**src/rtl/egts_pkg.sv**
```systemverilog
package egts_pkg;
  localparam int DOM_W  = 8;
  localparam int TYP_W  = 4;
  localparam int SEQ_W  = 16;
  localparam int NS_W   = 30;
  localparam int SEC_W  = 5;
  localparam int WORD_W = 16;
  localparam int ADDR_W = 3;

  typedef struct packed {
    logic [DOM_W-1:0] domain;
    logic [TYP_W-1:0] mtype;
    logic [SEQ_W-1:0] seqid;
    logic [NS_W-1:0]  nsec;
    logic [SEC_W-1:0] sec;
  } ts_rec_t;

  localparam logic [ADDR_W-1:0] RA_W0   = 3'd0;
  localparam logic [ADDR_W-1:0] RA_W1   = 3'd1;
  localparam logic [ADDR_W-1:0] RA_W2   = 3'd2;
  localparam logic [ADDR_W-1:0] RA_W3   = 3'd3;
  localparam logic [ADDR_W-1:0] RA_NEXT = 3'd4;
  localparam logic [ADDR_W-1:0] RA_IEN  = 3'd5;
  localparam logic [ADDR_W-1:0] RA_STAT = 3'd6;
endpackage

```
**src/rtl/egts_fifo.sv**
```systemverilog
module egts_fifo
  import egts_pkg::*;
#(
  parameter int DEPTH = 4
) (
  input  logic    clk,
  input  logic    rst,
  input  logic    push,
  input  logic    pop,
  input  ts_rec_t din,
  output ts_rec_t head,
  output logic    empty,
  output logic    full,
  output logic    push_drop
);
  localparam int AW = (DEPTH > 1) ? $clog2(DEPTH) : 1;
  localparam int CW = $clog2(DEPTH + 1);

  ts_rec_t        mem [DEPTH];
  logic [AW-1:0]  wp, rp;
  logic [CW-1:0]  cnt;
  logic           do_push, do_pop;

  assign empty     = (cnt == '0);
  assign full      = (cnt == CW'(DEPTH));
  assign do_pop    = pop && !empty;
  assign do_push   = push && (!full || do_pop);
  assign push_drop = push && !do_push;
  assign head      = mem[rp];

  // storage without reset so it can map to RAM
  always_ff @(posedge clk) begin
    if (do_push) mem[wp] <= din;
  end

  always_ff @(posedge clk) begin
    if (rst) begin
      wp  <= '0;
      rp  <= '0;
      cnt <= '0;
    end else begin
      if (do_push) wp <= (wp == AW'(DEPTH - 1)) ? '0 : wp + AW'(1);
      if (do_pop)  rp <= (rp == AW'(DEPTH - 1)) ? '0 : rp + AW'(1);
      if (do_push && !do_pop)      cnt <= cnt + CW'(1);
      else if (!do_push && do_pop) cnt <= cnt - CW'(1);
    end
  end

  a_r2_count_bound: assert property (@(posedge clk) disable iff (rst)
    cnt <= CW'(DEPTH));
  a_r8_drop_keeps_full: assert property (@(posedge clk) disable iff (rst)
    full && push && !pop |=> full);
  a_r9_full_swap_keeps_full: assert property (@(posedge clk) disable iff (rst)
    full && push && pop |=> full);
endmodule

```
**src/rtl/egts_window.sv**
```systemverilog
module egts_window
  import egts_pkg::*;
(
  input  logic              clk,
  input  logic              rst,
  input  logic              next_cmd,
  input  logic              fifo_empty,
  input  ts_rec_t           head,
  output logic [WORD_W-1:0] w0,
  output logic [WORD_W-1:0] w1,
  output logic [WORD_W-1:0] w2,
  output logic [WORD_W-1:0] w3
);
  logic    vld;
  ts_rec_t rec;

  always_ff @(posedge clk) begin
    if (rst) begin
      vld <= 1'b0;
      rec <= '0;
    end else if (next_cmd) begin
      vld <= !fifo_empty;
      rec <= fifo_empty ? '0 : head;
    end
  end

  assign w0 = {vld, rec.sec[4:2], rec.mtype, rec.domain};
  assign w1 = rec.seqid;
  assign w2 = rec.nsec[15:0];
  assign w3 = {rec.sec[1:0], rec.nsec[29:16]};

  a_r7_empty_next_clears: assert property (@(posedge clk) disable iff (rst)
    next_cmd && fifo_empty |=> (w0 == '0) && (w3 == '0));
  a_r3_next_loads_valid: assert property (@(posedge clk) disable iff (rst)
    next_cmd && !fifo_empty |=> w0[15]);
  a_r3_hold_without_cmd: assert property (@(posedge clk) disable iff (rst)
    !next_cmd |=> $stable(w0) && $stable(w1));
endmodule

```
**src/rtl/egts_irq.sv**
```systemverilog
module egts_irq (
  input  logic clk,
  input  logic rst,
  input  logic ien_wr,
  input  logic ien_val,
  input  logic ovf_clr,
  input  logic drop,
  input  logic pending,
  output logic ien,
  output logic ovf,
  output logic irq
);
  always_ff @(posedge clk) begin
    if (rst) begin
      ien <= 1'b0;
      ovf <= 1'b0;
    end else begin
      if (ien_wr) ien <= ien_val;
      if (drop)         ovf <= 1'b1;
      else if (ovf_clr) ovf <= 1'b0;
    end
  end

  assign irq = ien && pending;

  a_r10_quiet_when_empty: assert property (@(posedge clk) disable iff (rst)
    !pending |-> !irq);
  a_r8_drop_sets_flag: assert property (@(posedge clk) disable iff (rst)
    drop |=> ovf);
  a_r8_flag_sticky: assert property (@(posedge clk) disable iff (rst)
    ovf && !ovf_clr |=> ovf);
endmodule

```
**src/rtl/egts_readout.sv**
```systemverilog
module egts_readout
  import egts_pkg::*;
#(
  parameter int DEPTH = 4
) (
  input  logic        clk,
  input  logic        rst,
  input  logic        cap_vld,
  input  logic [7:0]  cap_domain,
  input  logic [3:0]  cap_msgtype,
  input  logic [15:0] cap_seqid,
  input  logic [29:0] cap_nsec,
  input  logic [4:0]  cap_sec,
  input  logic        reg_wr,
  input  logic        reg_rd,
  input  logic [2:0]  reg_addr,
  input  logic [15:0] reg_wdata,
  output logic [15:0] reg_rdata,
  output logic        irq_o
);
  ts_rec_t           cap_rec, head;
  logic              empty, full, drop;
  logic              next_cmd, ien_wr, ovf_clr, ien, ovf;
  logic [WORD_W-1:0] w0, w1, w2, w3;

  assign cap_rec  = '{domain: cap_domain, mtype: cap_msgtype, seqid: cap_seqid,
                      nsec: cap_nsec, sec: cap_sec};
  assign next_cmd = reg_wr && (reg_addr == RA_NEXT) && reg_wdata[0];
  assign ien_wr   = reg_wr && (reg_addr == RA_IEN);
  assign ovf_clr  = reg_wr && (reg_addr == RA_STAT) && reg_wdata[1];

  egts_fifo #(.DEPTH(DEPTH)) u_fifo (
    .clk(clk), .rst(rst), .push(cap_vld), .pop(next_cmd), .din(cap_rec),
    .head(head), .empty(empty), .full(full), .push_drop(drop)
  );

  egts_window u_win (
    .clk(clk), .rst(rst), .next_cmd(next_cmd), .fifo_empty(empty), .head(head),
    .w0(w0), .w1(w1), .w2(w2), .w3(w3)
  );

  egts_irq u_irq (
    .clk(clk), .rst(rst), .ien_wr(ien_wr), .ien_val(reg_wdata[0]),
    .ovf_clr(ovf_clr), .drop(drop), .pending(!empty),
    .ien(ien), .ovf(ovf), .irq(irq_o)
  );

  always_ff @(posedge clk) begin
    if (rst) begin
      reg_rdata <= '0;
    end else if (reg_rd) begin
      case (reg_addr)
        RA_W0:   reg_rdata <= w0;
        RA_W1:   reg_rdata <= w1;
        RA_W2:   reg_rdata <= w2;
        RA_W3:   reg_rdata <= w3;
        RA_IEN:  reg_rdata <= {15'd0, ien};
        RA_STAT: reg_rdata <= {14'd0, ovf, !empty};
        default: reg_rdata <= '0;
      endcase
    end
  end

  a_r11_rdata_holds: assert property (@(posedge clk) disable iff (rst)
    !reg_rd |=> $stable(reg_rdata));
endmodule

```
**config.mk**
```make
export PLATFORM = sky130hd
export DESIGN_NAME = egts_readout
export DESIGN_NICKNAME = d
export VERILOG_FILES = /design/src/rtl/egts_pkg.sv /design/src/rtl/egts_fifo.sv /design/src/rtl/egts_window.sv /design/src/rtl/egts_irq.sv /design/src/rtl/egts_readout.sv
export SDC_FILE = /design/constraint.sdc
export NUM_CORES = 1
export LEC_CHECK = 0
export ABC_AREA = 1
export BUFFER_PORTS_ARGS = -buffer_cell sky130_fd_sc_hd__buf_2
export CAP_MARGIN = 10
export CELL_PAD_IN_SITES_DETAIL_PLACEMENT = 0
export CELL_PAD_IN_SITES_GLOBAL_PLACEMENT = 1
export CORE_MARGIN = 2
export CORE_UTILIZATION = 35
export CTS_CLUSTER_SIZE = 24
export DETAILED_ROUTE_END_ITERATION = 8
export HOLD_SLACK_MARGIN = 0.05
export PLACE_DENSITY = 0.59
export SETUP_SLACK_MARGIN = 0.1
export SLEW_MARGIN = 20
export SYNTH_ARGS = -nofsm -noshare
export SYNTH_HDL_FRONTEND = slang
export SYNTH_SLANG_ARGS = --single-unit
```
**constraint.sdc**
```tcl
create_clock -name clk -period 13.7 [get_ports clk]
set_clock_uncertainty 0.1 [all_clocks]
set_input_delay 2.055 -clock clk [delete_from_list [all_inputs] [get_ports clk]]
set_output_delay 2.055 -clock clk [all_outputs]
set_load 0.03 [all_outputs]
```
Yosys cells after proc, flatten, opt, wreduce, memory -nomap -nowiden
Memory sizes are Yosys's and may differ from the RTL's. A register that Yosys moved wholly into a read port is not among the register bits.
Cells that the tools add are included.
- flip-flop bits (word level): 89
- RAM bits: 252
- output and inout bits: 17
- logic and storage cells: 58
- memories: 1
- memory list (memory ; depth ; bits a word ; read ports ; clocked after memory_dff ; write ports ; line ; RTL):
    u_fifo.mem ; 4 ; 63 ; 1 ; 1 ; 1 ; egts_fifo.sv:19 ; ts_rec_t mem [DEPTH];
- add/sub/neg operators: 4
- equality and inequality tests: 9
- multiplexer cells: 12
- reductions and logical operators: 20
- operators with widths (cell ; count):
    $pmux W16 S6 ; 1
    $mux W63 ; 1
    $eq A3 B3 Y1 const B ; 4
    $logic_and A1 B1 Y1 ; 11
    $mux W2 ; 4
    $eq A3 B2 Y1 const B ; 2
    $logic_not A3 Y1 ; 2
    $mux W3 ; 2
    $add A2 B1 Y2 const B ; 2
    $eq A2 B2 Y1 const B ; 2
    $logic_not A1 Y1 ; 4
    $mux W1 ; 4
    $reduce_bool A2 Y1 ; 2
    $add A3 B1 Y3 const B ; 1
    $eq A3 B1 Y1 const B ; 1
    $sub A3 B1 Y3 const B ; 1
    $logic_or A1 B1 Y1 ; 1

Longest topological paths before layout
Gate-level depths: netlist of the first run.
- depth in word-level cells: 10
- mapped depth: 13

By module
From an unflattened synthesis of the first run, not the netlist that was laid out.
- cell total of the unflattened synthesis: 1174
- area, all modules: 14018.4 um2
- by module, submodules not included (module ; times used ; cells each ; area each (um2)):
    egts_fifo ; 1 ; 681 ; 10197.3
    egts_window ; 1 ; 285 ; 2392.3
    egts_readout ; 1 ; 196 ; 1345.0
    egts_irq ; 1 ; 12 ; 83.8

Worst setup path after synthesis of the first run
Ideal clock, no wire load.
- path kind: input -> register
- start point: input port reg_addr[0]
- end point: memory u_fifo.mem[0][0] in the netlist's numbering, enable pin
- setup time: 485 ps
- data arrival time: 5393 ps
- path slack: 7723 ps
- cell stages on the path: 6
- path buffers: 1
- cells stage by stage: buf_2 -> nor2_4 -> nand4_4 -> nand2_1 -> nand2_1 -> nor2_1
- longest elaborated chain between the ends: 8
- RTL lines (item ; line ; RTL):
    from (decl) ; egts_readout.sv:16 ; input logic [2:0] reg_addr,
    $eq A3 B3 Y1 ; egts_readout.sv:28 ; assign next_cmd = reg_wr && (reg_addr == RA_NEXT) && reg_wdata[0];
    $logic_and A1 B1 Y1 (2 in series) ; egts_readout.sv:28 ;
    $logic_and A1 B1 Y1 ; egts_fifo.sv:26 ; assign do_pop = pop && !empty;
    $logic_or A1 B1 Y1 ; egts_fifo.sv:27 ; assign do_push = push && (!full || do_pop);
    $logic_and A1 B1 Y1 ; egts_fifo.sv:27 ;
    $mux W1 ; egts_fifo.sv:33 ; if (do_push) mem[wp] <= din;
    $mux W1 (not written as such) ; egts_fifo.sv:33 ;
    to (decl) ; egts_fifo.sv:19 ;
No other way between the ends.

Worst setup path in the final report of the first run
- start point: input port reg_addr[1]
- end point: memory u_fifo.mem[2][41] in the netlist's numbering, enable pin
The elaborated chain is that of the path after synthesis.

==> results.md, run 1 <==
- Initial core utilization: 35.3%
- Most frequent cells in the layout: edfxtp_1 (252), nand2_1 (203), nor2_1 (198)
- CTS resizes: 0
- RSZ-0062 raised after global routing: false
- Die area: 39400 um2
- ANT cells: 0
- CP endpoint kind: flip-flop
- CP max FO: 39
- # rows: 71
- Fin nets: 1354
- Postcts setup bufs: 0
- Worst-case reg-to-reg path depth: 7
- Commonest non-fill, non-tap cell in the layout: edfxtp_1
- Die Width: 198 um
- HP Class: reg2reg
- Vias in the first global route: 8258
- Hold path cells: 2
- Initial DRT Pass Iterations: 5
- DRT iter0 DRCs: 517
- GRT Residual Overflow: 0
- Clock Path Buffers: 3
- Slew Viols, Final: 0
- CTS tree: done
- Root Driver: clkbuf_16
- Final hold violations: 0
- Worst path cell trace: buf_2 -> nor2_4 -> nand4_4 -> nand2_1 -> nand2_1 -> nor2_4 -> buf_4
- Finish-stage setup viols: 0
- Maximum vdd drop: 0.0721 mV
- Largest net degree at the start of global routing: 84
- Hpwl dp: 18.3 mm
- Design area: 15300 um2
- Layout cell share with drive strength beyond 1: 12.6%
- Crit-path slowest cell: nor2_4
- Endpoint, Worst Hold: u_win.w2[12]
- Area contributors post-synth: edfxtp_1 (57%), dfxtp_1 (14%), o21ai_0 (6.4%)
- Total GRT Usage: 16.4%
- Htree depth: 2
- Synth Warn #: 0
- Routed length per placed instance: 17.6 um
- Num CTS Buffers: 38
- Area growth, synth to finish: 15.7%
- Setup TNS: 0 ns
- Min setup slack post-route: 8.41 ns
- Worst slew pin tran: 1.05 ns
- Placer congestion estimate: 0.748
- Clk sinks: 343
- Syn_nets: 1290
- CP startpoint kind: primary input
- Hold wc startpoint: u_win.w2[12]
- Via count: 8640
- Maximum clock frequency: 189 MHz
- Max Cap Viol: 0
- Crit path largest cell delay: 0.79 ns
- ANT nets after route: 0
- Number of distinct library cells after synthesis: 24
- Status: finished clean
- Multi-input logic area: 3440 um2
- Leak: 5.22 nW
- R2r endpoint: u_win.w2[13]
- CP arrival: 5.34 ns
- Critical Path RT: 13.75 ns
- Worst reg-to-reg setup slack: 10.62 ns
- Core Region: 37500 um2
- Clock transition at the registers of the reported paths: 0.05 ns
- Pwr per Cell Area: 150 nW/um2
- Critical path type: in2reg
- Filler instances: 3678
- Vias per std cell: 4.80
- FF+latch count, synth: 343
- Dpl ws: 7.16 ns
- Antenna violations before repair: 2
- Syn_area_per_cell: 11.1 um2
- Sequential area share after synthesis: 70.9%
- Yosys top cell by area: edfxtp_1
- CTS Hold Bufs: 0
- First-pass GRT wire length: 49.1 mm
- Top Ports: 104
- Fin crit period: 5.29 ns
- Fraction of post-synthesis cell area in the top cell type by area: 57.2%
- Post-Synthesis Cells: 1196
- Dpl cell area: 14100 um2
- Final period util: 38.6%
- Post-Synthesis Cell Area: 13200 um2
- Port-buffer cells: 89
- DRT Wirelength: 31.7 mm
- Clk Latency, worst-skew pair: 0.52 ns
- Power, Total: 2.30 mW
- Storage cell area: 9400 um2
- Relative slew margins: 29.8%
- Worst hold slack: 0.365 ns
- # DRC: 0
- Die Y: 198 um
==> registers in the layout (all words and copies together), names as in the netlist, named ones only <==
register	cells
u_fifo.mem	252
reg_rdata	16
u_win.w1	16
u_win.w2	16
u_win.w3	16
u_win.w0	15
u_fifo.cnt	3
u_fifo.rp	2
u_fifo.wp	2
u_irq.ien	1
u_irq.ovf	1
u_win.vld	1
==> report_power, final <==
group | leakage (nW) | internal [mW] | switching [mW] | total [mW]
combinational | 1.59 | 0.0381 | 0.106 | 0.144
sequential | 3.05 | 1.17 | 0.0150 | 1.19
clock | 0.586 | 0.581 | 0.388 | 0.970
total | 5.22 | 1.79 | 0.510 | 2.30
==> synthesized netlist by cell type, drive strengths merged <==
cell type and number:
nor2 206, ha 6, o21ai 198, clkbuf 40, inv 19, clkinv 1, buf 37, nor3 1
nand3 21, nand4 31, dfxtp 91, o211a 1, a21oi 87, nand2 203, edfxtp 252, xor2 1
fa 1
==> stage by stage <==
| stage | util [%] | cells |
|---|---|---|
| after CTS | 40.7 | 1799 |
| final | 40.9 | 1801 |
| after floorplan | - | 1196 |
| after global routing | 40.9 | 1801 |
| after global placement | 37.6 | 1729 |
| after detailed placement | 37.6 | 1729 |
==> cells by family (layout without fill, tap and decap cells) <==
kind of cell / after synthesis / count (layout) / synth area share, %
adder cells (fa/ha/maj): 7 / 7 / 0.718
flip-flops: 343 / 343 / 70.9
buffers and inverters: 97 / 191 / 3.28
XOR/XNOR: 1 / 1 / 0.0662
AO/OA/AOI/OAI: 286 / 286 / 10.9
AND/OR/NAND/NOR: 462 / 462 / 14.2
==> how the worst max path moves through the flow <==
| stage | start | to | slack (ns) | cells after the start |
|---|---|---|---|---|
| 4_1_cts | reg_addr[1] | u_fifo.mem[0][35] | 7.69 | 7 |
| 3_5_place_dp | reg_addr[1] | u_fifo.mem[0][57] | 7.16 | 7 |
| 3_3_place_gp | reg_addr[1] | u_fifo.mem[0][57] | 7.15 | 7 |
| 6_report | reg_addr[1] | u_fifo.mem[2][41] | 8.41 | 7 |
| 5_1_grt | reg_addr[1] | u_fifo.mem[2][41] | 8.05 | 7 |
| 2_1_floorplan | reg_addr[0] | u_fifo.mem[0][0] | 7.72 | 6 |
==> metal layers <==
layer / vias up / global-route usage (%) / part of all wire [%]
met5: - / 0 / 0.022
met4: 2 / 4.37 / 2.1
met3: 45 / 3.29 / 4.7
met2: 139 / 25.7 / 45
met1: 4149 / 23.3 / 48
li1: 4305 / - / -
==> cell type report <==
cell class | instances | share of cell area (%)
clock buffers | 58 | 7.31
clock inverters | 12 | 0.507
inverters | 20 | 0.498
multi-input cells | 756 | 22.5
flip-flops and latches | 343 | 61.4
well taps | 511 | 4.17
repair buffers | 101 | 3.66
==> critical path, delay by kind of cell <==
family                 cells  cell delay (ns)
and+or+nand+nor            5             2.33
buffers and inverters      2             0.89
Note: power is estimated with default switching activity, not from simulation.
==> inputs of run 2 (changes only) <==
- ABC_AREA: 1 -> 0
- PLACE_DENSITY: 0.59 -> 0.58
- clock period: 13.7 -> 4.8 ns (I/O delays scaled with it)
==> run 2 against run 1 <==
Effect of this change:
- flip-flop and latch count unchanged
- count of clock-buffer cells in the layout down 8
- sequential share of layout area up 1.9 points
- worst hold slack worse by 0.035 ns
- non-clock buffer count up 2
- combinational power rose to 3.1 times the previous value
- routed wire length down 11%
- setup slack worse by 6.3 ns
- final area down 3.0%
==> results.md, run 2 <==
- Status: finished clean
- DRT iter0 DRCs: 410
- Final hold violations: 0
- Antenna violations before repair: 3
- Fraction of post-synthesis cell area in the top cell type by area: 59.1%
- Combinational Power Share: 6.9%
- Fin nets: 898
- ANT cells: 0
- HP Class: in2reg
- Leak: 4.96 nW
- Clk Latency, worst-skew pair: 0.50 ns
- Clk sinks: 343
- Clock group share of total power: 40.1%
- Root Driver: clkbuf_16
- Maximum clock frequency: 377 MHz
- Number of flops mapped to enable cells by yosys: 252
- Clock Path Buffers: 3
- # rows: 70
- Share of power burned in registers: 53.0%
- FF+latch count, synth: 343
- Largest net degree at the start of global routing: 67
- Vias per std cell: 5.15
- Area growth, synth to finish: 16.1%
- DRT Wirelength: 28.2 mm
- Routed length per placed instance: 21.8 um
- Core Region: 36300 um2
- Final period util: 55.3%
- Vias in the first global route: 7061
- Num CTS Buffers: 37
- Setup TNS: 0 ns
- Most frequent cell after synthesis: edfxtp_1
- Initial core utilization: 35.2%
- Fin cells: 1298
- Clock transition at the registers of the reported paths: 0.06 ns
- Top Ports: 104
- Die Y: 195 um
- Max Cap Viol: 0
- Syn_area_per_cell: 18.1 um2
- Total GRT Usage: 15.1%
- Area contributors post-synth: edfxtp_1 (59%), dfxtp_1 (14%), mux4_2 (11%)
- Sequential area share after synthesis: 73.3%
- CP startpoint kind: primary input
- Placer congestion estimate: 0.754
- Commonest non-fill, non-tap cell in the layout: edfxtp_1
- Asr flop ratio synth: 0%
- Yosys top cell by area: edfxtp_1
- Synth Warn #: 0
- CTS Hold Bufs: 0
- Via count: 6679
- Slew Viols, Final: 0
- ANT nets after route: 0
- Htree depth: 2
- Placed insts: 1232
- CP endpoint kind: flip-flop
- Maximum vdd drop: 0.258 mV
- Post-Synthesis Cells: 709
- Hpwl dp: 17.2 mm
- Relative slew margins: 44.4%
- CP max FO: 46
- Postcts setup bufs: 0
- Layout cell share with drive strength beyond 1: 27.2%
- Die Width: 195 um
- Fin crit period: 2.65 ns
- Max FFs per register: 252
- Critical path type: in2reg
- Finish-stage setup viols: 0
- Pwr per Cell Area: 436 nW/um2
- Initial DRT Pass Iterations: 5
- CTS resizes: 0
- Critical Path RT: 4.87 ns
- Port-buffer cells: 89
- # DRC: 0
- Die area: 38100 um2
- P_sw: 1.40 mW
- Largest reg by FF count: u_fifo.mem
- Sw Share: 21.7%
- Number of distinct library cells after synthesis: 40
- CP arrival: 2.72 ns
- P_int: 5.07 mW
- Synth top cells by count: edfxtp_1 (252), dfxtp_1 (91), nor2_1 (72)
- Post-synth top flop: edfxtp_1
- Worst slew pin tran: 0.833 ns
- Post-Synthesis Cell Area: 12800 um2
- Most frequent cells in the layout: edfxtp_1 (252), buf_2 (89), dfxtp_1 (89)
- GRT Residual Overflow: 0
- RSZ-0062 raised after global routing: false
- CTS tree: done
- Syn_nets: 803
- First-pass GRT wire length: 43.5 mm
## run 2: stage by stage
stage	instance area (um2)	power (mW)	util, %	worst slack [ns]	hold slack [ns]
after global placement	13700	3.94	37.8	1.68	0.355
after global routing	14900	6.71	40.9	1.96	0.312
after CTS	14800	6.56	40.8	2.04	0.313
after detailed placement	13700	3.96	37.8	1.62	0.353
after floorplan	12800	3.76	-	1.22	0.346
final	14900	6.48	40.9	2.15	0.330
## run 2: cells by family after synthesis
| family | synth area share (%) |
|---|---|
| buf+inv | 2.28 |
| mux | 13.8 |
| compound gates | 6.27 |
| simple gates | 3.36 |
| flops | 73.3 |
| fa+ha+maj | 0.743 |
| xor+xnor | 0.205 |
## run 2: layout make-up
cell class / count / area [um2]
Clock buffer: 50 / 1000
Inverter: 6 / 22.5
Multi-Input combinational cell: 313 / 3140
Sequential cell: 343 / 9390
Fill cell: 3273 / 21500
Timing Repair Buffer: 103 / 621
Clock inverter: 15 / 97.6
Tap cell: 468 / 586
## run 2: final timing paths
kind              slack [ns]  depth (start not counted)          start           endpoint
setup reg to reg        2.31                          9  u_fifo.cnt[0]      u_fifo.cnt[2]
hold / removal          0.33                          1   cap_nsec[22]  u_fifo.mem[3][27]
setup / recovery        2.15                          5    reg_addr[1]  u_fifo.mem[2][55]
hold reg to reg         0.37                          1   reg_rdata[0]       reg_rdata[0]
## run 2: critical path, stage by stage
cell and delay (ns):
buf_2 0.17, nand4bb_4 0.25, o21ai_0 0.49, and3_2 0.68, buf_12 0.37
## run 2: routing by layer
metal / GRT usage [%] / part of all wire [%] / vias to the layer above
li1: - / - / 3032
met1: 19.6 / 43 / 3446
met2: 26.0 / 50 / 149
met3: 3.13 / 4.9 / 46
met4: 3.87 / 1.8 / 6
met5: 0 / 0.15 / -
## run 2: power by group through the flow
stage / clock network [mW] / registers, mW / logic [mW]
after floorplan: 0 / 3.49 / 0.272
after global placement: 0 / 3.49 / 0.448
after detailed placement: 0 / 3.51 / 0.454
after CTS: 2.66 / 3.44 / 0.456
after global routing: 2.77 / 3.45 / 0.493
final: 2.60 / 3.44 / 0.446
==> inputs of run 3 (changes only) <==
- clock period: 4.8 -> 2.3 ns (I/O delays scaled with it)
==> run 3 against run 2 <==
Effect of this change:
- global-route usage rose by 0.29 points
- routed wire length is 2.7% higher
- cell count rose by 6.9%
- sequential power grew 110%
- die area unchanged
- combinational power rose to 2.6 times the previous value
- via count increased by 5.4%
==> results.md, run 3 (synthesis gave the netlist of run 2 again) <==
- Htree depth: 2
- GRT Residual Overflow: 0
- Finish-stage setup viols: 0
- Crit path largest cell delay: 0.35 ns
- Commonest non-fill, non-tap cell in the layout: edfxtp_1
- Clock Path Buffers: 3
- Num CTS Buffers: 38
- Die Y: 195 um
- Core Region: 36300 um2
- Top Ports: 104
- # DRC: 0
- Fin nets: 983
- Relative slew margins: 55.5%
- CP arrival: 2.46 ns
- Worst reg-to-reg setup slack: 0.18 ns
- Root Driver: clkbuf_16
- CTS tree: done
- Worst-case reg-to-reg path depth: 10
- Clk sinks: 343
- Critical path type: reg2reg
- Power, Total: 14.4 mW
- Dpl cell area: 14000 um2
- Worst path cell trace: nor3_1 -> buf_4 -> nor3_4 -> inv_2 -> ha_2 -> inv_2 -> fa_2 -> xor2_1 -> or3_1 -> a21oi_2
- Fin crit period: 2.12 ns
- Postcts setup bufs: 0
- Final period util: 92.0%
- Hpwl dp: 18.1 mm
- Clock transition at the registers of the reported paths: 0.06 ns
- Vias per std cell: 5.08
- Initial core utilization: 35.2%
- Endpoint, Worst Hold: u_irq.ovf
- Routed length per placed instance: 20.9 um
- CP endpoint kind: flip-flop
- Layout cell share with drive strength beyond 1: 28.3%
- Total GRT Usage: 15.4%
- Crit-path slowest cell: dfxtp_2
- Max FFs per register: 252
- Antenna violations before repair: 0
- Area growth, synth to finish: 24.7%
- Status: finished clean
- Top cell by count, worst path: inv_2
- HP Class: in2reg
- Final hold violations: 0
- Largest net degree at the start of global routing: 76
- Design area: 16000 um2
- Final core occ: 43.9%
- Die Width: 195 um
- Maximum clock frequency: 472 MHz
- Clk Latency, worst-skew pair: 0.52 ns
- Worst slew pin tran: 0.668 ns
- DRT iter0 DRCs: 642
- R2r endpoint: u_fifo.cnt[2]
- Slew Viols, Final: 0
- Hold wc startpoint: reg_wdata[1]
- RSZ-0062 raised after global routing: true
- Maximum vdd drop: 0.603 mV
- Vias in the first global route: 7407
- Pwr per Cell Area: 903 nW/um2
- Port-buffer cells: 89
- ANT nets after route: 0
- CP startpoint kind: flip-flop
- Reg2reg start: u_fifo.cnt[0]
- ANT cells: 0
- CP max FO: 4
- DRT Wirelength: 29.0 mm
- Via count: 7042
- Die area: 38100 um2
- First-pass GRT wire length: 44.6 mm
- Critical Path RT: 2.65 ns
- # rows: 70
- Hold path cells: 4
- Most frequent cells in the layout: edfxtp_1 (252), buf_2 (89), dfxtp_1 (88)
- Placer congestion estimate: 0.743
- Max Cap Viol: 0
- Largest reg by FF count: u_fifo.mem
- Leak: 5.44 nW
- Initial DRT Pass Iterations: 5
==> run 3: changes by cell type in the layout (fill, tap and decap cells not counted), moves of 3 or more <==
cell           before  now
and3_4              0    4
dlygate4sd3_1       0   65
and3_2              4    0
buf_4               9   19
buf_12              4   14
bufinv_16           1    4
clkbuf_1           10    6
clkbuf_16          37   41
==> run 3: what timing repair did <==
action | 4_1_cts | 5_1_grt
pin swaps | 0 | 0
hold buffers | 65 | 0
resized for setup | 1 | 2
endpoints found under the hold margin | 254 | 0
setup endpoints to repair | 1 | 1
==> run 3: where the power goes <==
group	total (mW)	switching, mW	internal, mW
sequential	7.17	0.105	7.06
clock	6.11	2.33	3.78
combinational	1.14	0.617	0.520
total	14.4	3.05	11.4
==> run 3: worst max-delay path by stage <==
stage / startpoint / end / cells past startpoint
after floorplan: reg_addr[1] / u_fifo.cnt[2] / 10
after global placement: reg_addr[1] / u_fifo.cnt[2] / 10
after detailed placement: reg_addr[1] / u_fifo.cnt[2] / 10
after CTS: u_fifo.cnt[0] / u_fifo.cnt[2] / 10
after global routing: u_fifo.cnt[1] / u_win.w3[15] / 7
final: u_fifo.cnt[0] / u_fifo.cnt[2] / 10
==> run 3: layout make-up <==
cell class	count	area [um2]
fill	3119	20400
sequential	343	9400
multi-input combinational	313	3160
timing repair buffer	187	1520
clock buffer	50	1090
tap	468	586
clock inverter	20	191
inverter	6	22.5
==> run 3: metal layers <==
metal / up-vias / track usage, % / part of all wire [%]
met5: - / 0 / 0
met4: 0 / 3.42 / 1.4
met3: 32 / 2.59 / 3.9
met2: 131 / 26.1 / 50
met1: 3681 / 21.0 / 45
li1: 3198 / - / -
==> run 3: per-stage QoR <==
| stage | instances | setup TNS [ns] | setup WS (ns) | hold WS (ns) |
|---|---|---|---|---|
| 2_1_floorplan | 709 | -0.0190 | -0.0190 | 0.344 |
| 3_3_place_gp | 1252 | -0.119 | -0.119 | 0.358 |
| 3_5_place_dp | 1252 | -0.159 | -0.159 | 0.370 |
| 4_1_cts | 1387 | 0 | 0.112 | 0.110 |
| 5_1_grt | 1387 | 0 | 0.0989 | 0.141 |
| 6_report | 1387 | 0 | 0.183 | 0.135 |
==> run 3: worst max-delay path, delay by kind of cell, from the launching register on <==
| family | cells | cell delay (ns) |
|---|---|---|
| and+or+nand+nor | 3 | 0.53 |
| adders and majority gates | 2 | 0.53 |
| DFF | 1 | 0.35 |
| buffers and inverters | 3 | 0.27 |
| xor gates and xnor gates | 1 | 0.15 |
| AOI/OAI and AO/OA | 1 | 0.12 |
